[src/rtl/ptmr_pkg.sv]
package ptmr_pkg;
  localparam int SEL_W = 3;
  localparam int CFG_W = SEL_W + 3;

  typedef struct packed {
    logic             edge_fall;
    logic             src_ext;
    logic             bypass;
    logic [SEL_W-1:0] rate;
  } ptmr_cfg_t;

  localparam ptmr_cfg_t CFG_RESET = '{edge_fall: 1'b0, src_ext: 1'b0,
                                      bypass: 1'b1, rate: '1};
endpackage

[src/rtl/ptmr_source.sv]
module ptmr_source #(
  parameter int PH_W   = 2,
  parameter int SYNC_N = 2
) (
  input  logic clk,
  input  logic rst,
  input  logic run,
  input  logic ext_in,
  input  logic src_ext,
  input  logic edge_fall,
  output logic tick,
  output logic sample_ok
);
  localparam logic [PH_W-1:0] PH_LAST = '1;
  localparam logic [PH_W-1:0] PH_MID  = PH_LAST >> 1;

  logic [PH_W-1:0]   phase;
  logic [SYNC_N-1:0] sync_q;
  logic              lvl_d;
  logic              lvl;
  logic              ext_edge;

  always_ff @(posedge clk) begin
    if (rst) phase <= '0;
    else if (run) phase <= phase + 1'b1;
  end

  // synchronizer chain, one flop per stage
  for (genvar s = 0; s < SYNC_N; s++) begin : g_sync
    always_ff @(posedge clk) begin
      if (rst) sync_q[s] <= 1'b0;
      else if (s == 0) sync_q[s] <= ext_in;
      else sync_q[s] <= sync_q[(s == 0) ? 0 : s-1];
    end
  end

  assign lvl = sync_q[SYNC_N-1];

  always_ff @(posedge clk) begin
    if (rst) lvl_d <= 1'b0;
    else if (run) lvl_d <= lvl;
  end

  assign ext_edge  = edge_fall ? (lvl_d & ~lvl) : (~lvl_d & lvl);
  assign tick      = run & (src_ext ? ext_edge : (phase == PH_LAST));
  assign sample_ok = run & ((phase == PH_MID) | (phase == PH_LAST));
endmodule

[src/rtl/ptmr_prescaler.sv]
module ptmr_prescaler #(
  parameter int SEL_W = 3,
  localparam int PRE_W = 1 << SEL_W
) (
  input  logic             clk,
  input  logic             rst,
  input  logic             clr,
  input  logic             tick,
  input  logic             bypass,
  input  logic [SEL_W-1:0] rate,
  output logic             pulse
);
  logic [PRE_W-1:0] pcnt;
  logic [PRE_W-1:0] mask;

  always_comb begin
    for (int i = 0; i < PRE_W; i++) mask[i] = (i <= int'(rate));
  end

  assign pulse = bypass ? tick : (tick && ((pcnt & mask) == mask));

  always_ff @(posedge clk) begin
    if (rst || clr) pcnt <= '0;
    else if (tick && !bypass) pcnt <= pcnt + 1'b1;
  end
endmodule

[src/rtl/ptmr_regs.sv]
module ptmr_regs #(
  parameter int CNT_W = 8
) (
  input  logic             clk,
  input  logic             rst,
  input  logic             sample_ok,
  input  logic             src_ext,
  input  logic             pulse,
  input  logic             cnt_wr,
  input  logic [CNT_W-1:0] cnt_wdata,
  input  logic             ie_wr,
  input  logic             ie_wdata,
  input  logic             flag_clr,
  output logic [CNT_W-1:0] count,
  output logic             flag,
  output logic             ie
);
  logic pend;
  logic inc;
  logic wrap;

  // external pulses wait for a sampling phase; internal ones are already aligned
  assign inc  = src_ext ? (pend & sample_ok) : pulse;
  assign wrap = inc & (count == '1);

  always_ff @(posedge clk) begin
    if (rst || cnt_wr) pend <= 1'b0;
    else if (pulse && src_ext) pend <= 1'b1;
    else if (sample_ok) pend <= 1'b0;
  end

  always_ff @(posedge clk) begin
    if (rst) count <= '0;
    else if (cnt_wr) count <= cnt_wdata;
    else if (inc) count <= count + 1'b1;
  end

  always_ff @(posedge clk) begin
    if (rst) flag <= 1'b0;
    else if (wrap) flag <= 1'b1;
    else if (flag_clr) flag <= 1'b0;
  end

  always_ff @(posedge clk) begin
    if (rst) ie <= 1'b0;
    else if (ie_wr) ie <= ie_wdata;
  end
endmodule

[src/rtl/prescaled_timer.sv]
module prescaled_timer
  import ptmr_pkg::*;
#(
  parameter int CNT_W  = 8,
  parameter int PH_W   = 2,
  parameter int SYNC_N = 2
) (
  input  logic             clk,
  input  logic             rst,
  input  logic             sleep_i,
  input  logic             ext_clk_i,
  input  logic             cnt_wr_i,
  input  logic [CNT_W-1:0] cnt_wdata_i,
  input  logic             cfg_wr_i,
  input  logic [CFG_W-1:0] cfg_wdata_i,
  input  logic             ie_wr_i,
  input  logic             ie_wdata_i,
  input  logic             flag_clr_i,
  output logic [CNT_W-1:0] count_o,
  output logic [CFG_W-1:0] cfg_o,
  output logic             ie_o,
  output logic             flag_o,
  output logic             irq_o
);
  ptmr_cfg_t cfg_q;
  logic      run;
  logic      tick;
  logic      sample_ok;
  logic      pulse;

  assign run = ~sleep_i;

  always_ff @(posedge clk) begin
    if (rst) cfg_q <= CFG_RESET;
    else if (cfg_wr_i) cfg_q <= ptmr_cfg_t'(cfg_wdata_i);
  end

  ptmr_source #(.PH_W(PH_W), .SYNC_N(SYNC_N)) u_src (
    .clk(clk), .rst(rst), .run(run), .ext_in(ext_clk_i),
    .src_ext(cfg_q.src_ext), .edge_fall(cfg_q.edge_fall),
    .tick(tick), .sample_ok(sample_ok)
  );

  ptmr_prescaler #(.SEL_W(SEL_W)) u_pre (
    .clk(clk), .rst(rst), .clr(cnt_wr_i), .tick(tick),
    .bypass(cfg_q.bypass), .rate(cfg_q.rate), .pulse(pulse)
  );

  ptmr_regs #(.CNT_W(CNT_W)) u_regs (
    .clk(clk), .rst(rst), .sample_ok(sample_ok), .src_ext(cfg_q.src_ext),
    .pulse(pulse), .cnt_wr(cnt_wr_i), .cnt_wdata(cnt_wdata_i),
    .ie_wr(ie_wr_i), .ie_wdata(ie_wdata_i), .flag_clr(flag_clr_i),
    .count(count_o), .flag(flag_o), .ie(ie_o)
  );

  assign cfg_o = cfg_q;
  assign irq_o = flag_o & ie_o;
endmodule

[config.mk]
export PLATFORM = sky130hd
export DESIGN_NAME = prescaled_timer
export DESIGN_NICKNAME = d
export VERILOG_FILES = /design/src/rtl/ptmr_pkg.sv /design/src/rtl/ptmr_source.sv /design/src/rtl/ptmr_prescaler.sv /design/src/rtl/ptmr_regs.sv /design/src/rtl/prescaled_timer.sv
export SDC_FILE = /design/constraint.sdc
export NUM_CORES = 1
export LEC_CHECK = 0
export BUFFER_PORTS_ARGS = -buffer_cell sky130_fd_sc_hd__buf_4
export CAP_MARGIN = 5
export CORE_MARGIN = 1
export CORE_UTILIZATION = 50
export DETAILED_ROUTE_END_ITERATION = 7
export PLACE_DENSITY = 0.76
export REMOVE_ABC_BUFFERS = 1
export SLEW_MARGIN = 5
export SYNTH_ARGS = -nofsm -noshare
export SYNTH_HDL_FRONTEND = slang
export SYNTH_SLANG_ARGS = --single-unit
[constraint.sdc]
create_clock -name clk -period 2 [get_ports clk]
set_input_delay 0.4 -clock clk [delete_from_list [all_inputs] [get_ports clk]]
set_output_delay 0.4 -clock clk [all_outputs]
set_load 0.005 [all_outputs]
==> results of run 1 <==
-- critical path, cell delays in order (launching register included) --
cell and delay (ps):
dfxtp_1 440, nand4_1 120, o311ai_1 440, and3_2 350, o21ai_1 100, a311oi_1 310
-- routing by layer --
| metal | global-route usage (%) | up-vias | routed length [um] |
|---|---|---|---|
| met5 | 0 | - | 0 |
| met4 | 9.524 | 0 | 47 |
| met3 | 7.143 | 7 | 235 |
| met2 | 35.22 | 55 | 1618 |
| met1 | 27.50 | 671 | 1528 |
| li1 | - | 723 | - |
-- per-stage QoR --
stage                      power, W  cells  area (sq um)  utilization [%]  hold slack [ps]
after floorplan           0.0007364    168          1489                -            413.8
after global placement    0.0008312    244          1866            65.39            427.5
after detailed placement  0.0008376    244          1866            65.39            425.3
after CTS                  0.001215    252          1926            67.50            258.9
after global routing       0.001260    252          1927            67.54            261.6
final                      0.001198    252          1927            67.54            270.7
-- registers in the layout, indices dropped and copies added (netlist names) --
register,flops
u_src.lvl,1
u_src.phase,2
u_regs.flag,1
u_regs.pend,1
u_regs.ie,1
u_pre.pcnt,8
u_src.sync_q,1
cfg_o,6
u_src.lvl_d,1
u_regs.count,8
-- cells by family after synthesis --
logic type / Yosys count / synth area share (%)
simple gates: 71 / 22.82
mux: 7 / 4.516
fa+ha+maj: 4 / 3.226
buf+inv: 20 / 5.726
xor+xnor: 8 / 4.516
flops: 30 / 38.71
compound gates: 41 / 20.49
-- synth_stat cells, types with 4 or more instances --
| library cell | n |
|---|---|
| dfxtp_1 | 30 |
| nor2_1 | 24 |
| nand3_1 | 14 |
| nand2_1 | 9 |
| clkbuf_1 | 7 |
| inv_1 | 7 |
| mux2i_1 | 7 |
| o211ai_1 | 7 |
| a21oi_1 | 6 |
| nand4_1 | 5 |
| xor2_1 | 5 |
| a21boi_1 | 4 |
| and3_1 | 4 |
| ha_1 | 4 |
| o21ai_0 | 4 |
-- final cells by class --
| type | count | area (sq um) | share of cell area (%) |
|---|---|---|---|
| multi-input cells | 131 | 863.3 | 44.81 |
| inverters | 7 | 26.28 | 1.364 |
| repair buffers | 45 | 337.8 | 17.53 |
| clock buffers | 7 | 55.05 | 2.857 |
| clock inverters | 1 | 5.005 | 0.2597 |
| well taps | 31 | 38.79 | 2.013 |
| flip-flops and latches | 30 | 600.6 | 31.17 |
-- report_power, final --
part / switching (W) / total [W] / leakage [nW] / internal [W]
combinational: 0.0000772 / 0.000171 / 0.534 / 0.0000935
clock: 0.000205 / 0.000375 / 0.0353 / 0.000170
sequential: 0.0000288 / 0.000652 / 0.246 / 0.000623
-- worst paths after layout --
kind                                   to  depth (start not counted)  slack [ps]                       start
max          u_regs.count[1]$_SDFFE_PP0P_                          5         150  u_pre.pcnt[3]$_SDFFE_PP0P_
min                 cfg_o[2]$_SDFFE_PP1P_                          2         270              cfg_wdata_i[2]
max reg2reg  u_regs.count[1]$_SDFFE_PP0P_                          5         150  u_pre.pcnt[3]$_SDFFE_PP0P_
min reg2reg          u_src.lvl$_SDFF_PP0_                          1         450  u_src.sync_q[0]$_SDFF_PP0_
-- timing repair --
item                       CTS  global route
setup endpoints to repair    0             1
buffers inserted             0             0
resized for setup            0             1
==> results.yml, run 1 <==
global_route:
  antenna_found_initial: 0
  grt_start_max_net_pins: 19
  gr-usage-all-layers_pct: 22.07
  grt_pass1_wl_um: 5692
  grt_pass1_vias: 1356
  grt_overflow_total: 0
final_layout:
  fin_nets: 247
  fillCellCount: 259
  final_common_cell: "buf_4"
  final_cell_mix: "45 x buf_4, 30 x dfxtp_1, 24 x nor2_1"
  area_delta_synth_final_pct: 24.19
  antenna_cells: 0
  drive_gt1_share_pct: 25.79
timing:
  slew_viol_final: 0
  max_freq_mhz: 541.4
  worstMarginPinSlew_ps: 407.7
  maxSlewHeadroom_pct: 72.12
  setup_viol: 0
  finalSetupTns_ps: 0
  rsz0062_at_grt: "false"
  fin_ws_ps: 153.1
  min_period_over_period_pct: 92.35
  finClkSkew_ps: 3.192
  hold_violations: 0
  fin_crit_ps: 1847
placement:
  dp_hpwl_um: 2607
  routabilityCongestion: 0.8805
  numPortBuffers: 39
  place_ws_ps: 124.5
setup_path:
  path_class: "flip-flop to flip-flop"
  worstPathMaxFanout: 8
  cp.required_ps: 2230
  critPathCaptureType: "flip-flop"
  cp-start-kind: "flip-flop"
  crit_arrival_ps: 2080
floorplan:
  start_util_pct: 54.39
  die_x_um: 57.71
  dieArea_sq_mm: 0.003330
  rows: 19
  die-height_um: 57.71
  core-area_sq_mm: 0.002853
  io_pins: 40
detailed_routing:
  avgRoutedWirePerCell_um: 13.61
  first_pass_iters: 6
  drc: 3
  first_iter_violations: 75
  vias: 1456
  routed_wl_um: 3429
  ant_nets: 0
  vias_per_cell: 5.778
synth:
  synthArstFlopShare_pct: 0
  synth-edff-count: 0
  synth_area_sq_mm: 0.001551
  synth_top_area_share_pct: 38.71
  ys_ff_latch: 30
  yosysUniqueCellTypes: 44
  synth_ff_type: "dfxtp_1"
  synthTopCellsByArea: "dfxtp_1 39%, nor2_1 5.8%, mux2i_1 4.5%, nand3_1 4.5%, o211ai_1 3.4%"
  avgSynthCellArea_sq_um: 8.572
  synth_warnings: 0
  yosysTopAreaCell: "dfxtp_1"
  netlist_instances: 181
  seq_area_frac_synth_pct: 38.71
outcome:
  violations: "DRC"
  status: "complete, but fails checks"
cts:
  cts.path.max_buffers: 2
  cts_tree: "done"
  root_buffer: "clkbuf_4"
  cts_sinks: 30
  path_clk_slew_ps: 90
  hold_buffers: 0
  htreeDepth: 2
  clk_latency_ps: 330
  cts_buffers: 5
power_and_ir_drop:
  vdd_ir_drop_max_v: 0.0003915
  leakage_nw: 0.8154
  powerDensity_mw_per_mm2: 621.8
job:
  max_cap_viol_count: 0
min_path:
  holdCritPathClass: "input port to flip-flop"
Power figures use the tool's default switching activity.
==> run 2: changes to the inputs <==
--- a/config.mk
+++ b/config.mk
@@ -5,10 +5,11 @@
 export SDC_FILE = /design/constraint.sdc
 export NUM_CORES = 1
 export LEC_CHECK = 0
-export BUFFER_PORTS_ARGS = -buffer_cell sky130_fd_sc_hd__buf_4
+export BUFFER_PORTS_ARGS = -buffer_cell sky130_fd_sc_hd__buf_2
 export CAP_MARGIN = 5
 export CORE_MARGIN = 1
 export CORE_UTILIZATION = 50
+export CTS_BUF_LIST = sky130_fd_sc_hd__clkbuf_4
 export DETAILED_ROUTE_END_ITERATION = 7
 export PLACE_DENSITY = 0.76
 export REMOVE_ABC_BUFFERS = 1
==> run 2 against run 1 <==
Effect of this change: the flow still finishes with violations (DRC); sequential power about the same; first-iteration DRC count rose by 16%; clock power shrank 5.6%; power down 3.1%; sequential cell count unchanged; combinational power decreased by 9%; register-to-register slack gained 40 ps; sequential share of layout area increased by 1.3 points; via count is 2.9% higher; clock skew grew 8.8 ps; core utilization fell by 2.6 points.
==> results.yml, run 2 (synthesis results as in run 1) <==
detailed_routing:
  vias: 1498
  first_pass_iters: 6
  routed_wl_um: 3693
  ant_nets: 0
  drc: 3
  vias_per_cell: 5.875
  first_iter_violations: 87
  avgRoutedWirePerCell_um: 14.48
final_layout:
  instances_no_fill: 255
  antenna_cells: 0
  final_cell_mix: "39 x buf_2, 30 x dfxtp_1, 24 x nor2_1"
  drive_gt1_share_pct: 26.79
  fillCellCount: 257
  area_delta_synth_final_pct: 19.36
  fin_nets: 250
  final_common_cell: "buf_2"
global_route:
  grt_start_max_net_pins: 18
  gr-usage-all-layers_pct: 23.88
  grt_pass1_vias: 1415
  grt_overflow_total: 0
  grt_pass1_wl_um: 6051
  antenna_found_initial: 0
placement:
  numPortBuffers: 39
  routabilityCongestion: 0.9393
  dp_hpwl_um: 2698
  dp.cells: 247
setup_path:
  cp.depth: 5
  crit_arrival_ps: 2050
  slowest_stage: "o311ai_2"
  rr_worst_depth: 5
  timing.rr.end: "u_regs.count[1]$_SDFFE_PP0P_"
  endpoint: "u_regs.count[1]$_SDFFE_PP0P_"
  path_cells: "nand4_1, o311ai_2, and3_1, o21ai_1, a311oi_1"
  worstPathMaxFanout: 8
  crit_start: "u_pre.pcnt[1]$_SDFFE_PP0P_"
  path_buf_inv: 0
  crit_family: "compound AO/OA/AOI/OAI gates"
  path_class: "flip-flop to flip-flop"
  critPathMaxStageDelay_ps: 420
  timing.rr.start: "u_pre.pcnt[1]$_SDFFE_PP0P_"
  r2r_setup_slack_ps: 200
  cp.required_ps: 2250
  critPathCaptureType: "flip-flop"
  cp-start-kind: "flip-flop"
timing:
  hold_violations: 0
  max_freq_mhz: 554.6
  finalSetupTns_ps: 0
  maxSlewHeadroom_pct: 74.50
  rsz0062_at_grt: "false"
  min_period_over_period_pct: 90.15
  finClkSkew_ps: 11.98
  worstMarginPinSlew_ps: 372.9
  fin_crit_ps: 1803
  setup_viol: 0
  slew_viol_final: 0
floorplan:
  dieArea_sq_mm: 0.003330
  start_util_pct: 54.39
  rows: 19
  die_x_um: 57.71
  io_pins: 40
  die-height_um: 57.71
  core-area_sq_mm: 0.002853
power_and_ir_drop:
  powerDensity_mw_per_mm2: 627.2
  leakage_nw: 0.8019
  design_power_total_w: 0.001161
  vdd_ir_drop_max_v: 0.0004378
outcome:
  status: "complete, but fails checks"
  violations: "DRC"
cts:
  htreeDepth: 2
  cts_tree: "done"
  root_buffer: "clkbuf_4"
  path_clk_slew_ps: 100
  cts_sinks: 30
  cts.path.max_buffers: 2
  cts_buffers: 5
  clk_latency_ps: 340
job:
  max_cap_viol_count: 0
min_path:
  holdCritPathClass: "input port to flip-flop"
-- run 2: routing by layer --
| layer | track usage [%] | part of all wire (%) | up-vias |
|---|---|---|---|
| met5 | 0 | 0 | - |
| met4 | 9.864 | 1.6 | 0 |
| met3 | 7.589 | 7.8 | 8 |
| met2 | 40.70 | 50 | 62 |
| met1 | 27.81 | 41 | 695 |
| li1 | - | - | 733 |
-- run 2: where the power goes --
part / switching (W) / internal (W) / total [W]
Clock: 0.000209 / 0.000145 / 0.000354
Combinational: 0.0000805 / 0.0000746 / 0.000155
Sequential: 0.0000288 / 0.000624 / 0.000652
Total: 0.000318 / 0.000843 / 0.00116
-- run 2: repair_timing --
action	in CTS	in global routing
resized for setup	0	1
endpoints found under the hold margin	0	0
setup buffers	0	0
endpoints found under the setup margin	0	2
hold buffers	0	0
-- run 2: cell type report --
cell class / count / area [sq um] / share of cell area, %
clock inverter: 2 / 8.758 / 0.4730
tap: 31 / 38.79 / 2.095
timing repair buffer: 48 / 262.8 / 14.19
clock buffer: 6 / 45.04 / 2.432
sequential: 30 / 600.6 / 32.43
multi-input combinational: 131 / 869.6 / 46.96
inverter: 7 / 26.28 / 1.419
-- run 2: worst min path at each step --
stage,start,cells after the start,to
4_1_cts,cfg_wdata_i[2],2,cfg_o[2]$_SDFFE_PP1P_
3_3_place_gp,u_src.sync_q[0]$_SDFF_PP0_,1,u_src.lvl$_SDFF_PP0_
2_1_floorplan,u_src.sync_q[0]$_SDFF_PP0_,1,u_src.lvl$_SDFF_PP0_
3_5_place_dp,u_src.sync_q[0]$_SDFF_PP0_,1,u_src.lvl$_SDFF_PP0_
5_1_grt,cfg_wdata_i[2],2,cfg_o[2]$_SDFFE_PP1P_
6_report,cfg_wdata_i[2],2,cfg_o[2]$_SDFFE_PP1P_
-- run 2: metrics by stage --
step                area (sq um)  utilization (%)  setup WS [ps]  hold WS, ps
floorplan                   1489                -          171.7        413.8
global placement            1790            62.76          271.1        445.6
finish                      1852            64.91          197.0        258.4
detailed placement          1790            62.76          214.5        455.4
global route                1852            64.91          77.58        251.6
CTS                         1844            64.65          181.2        250.7
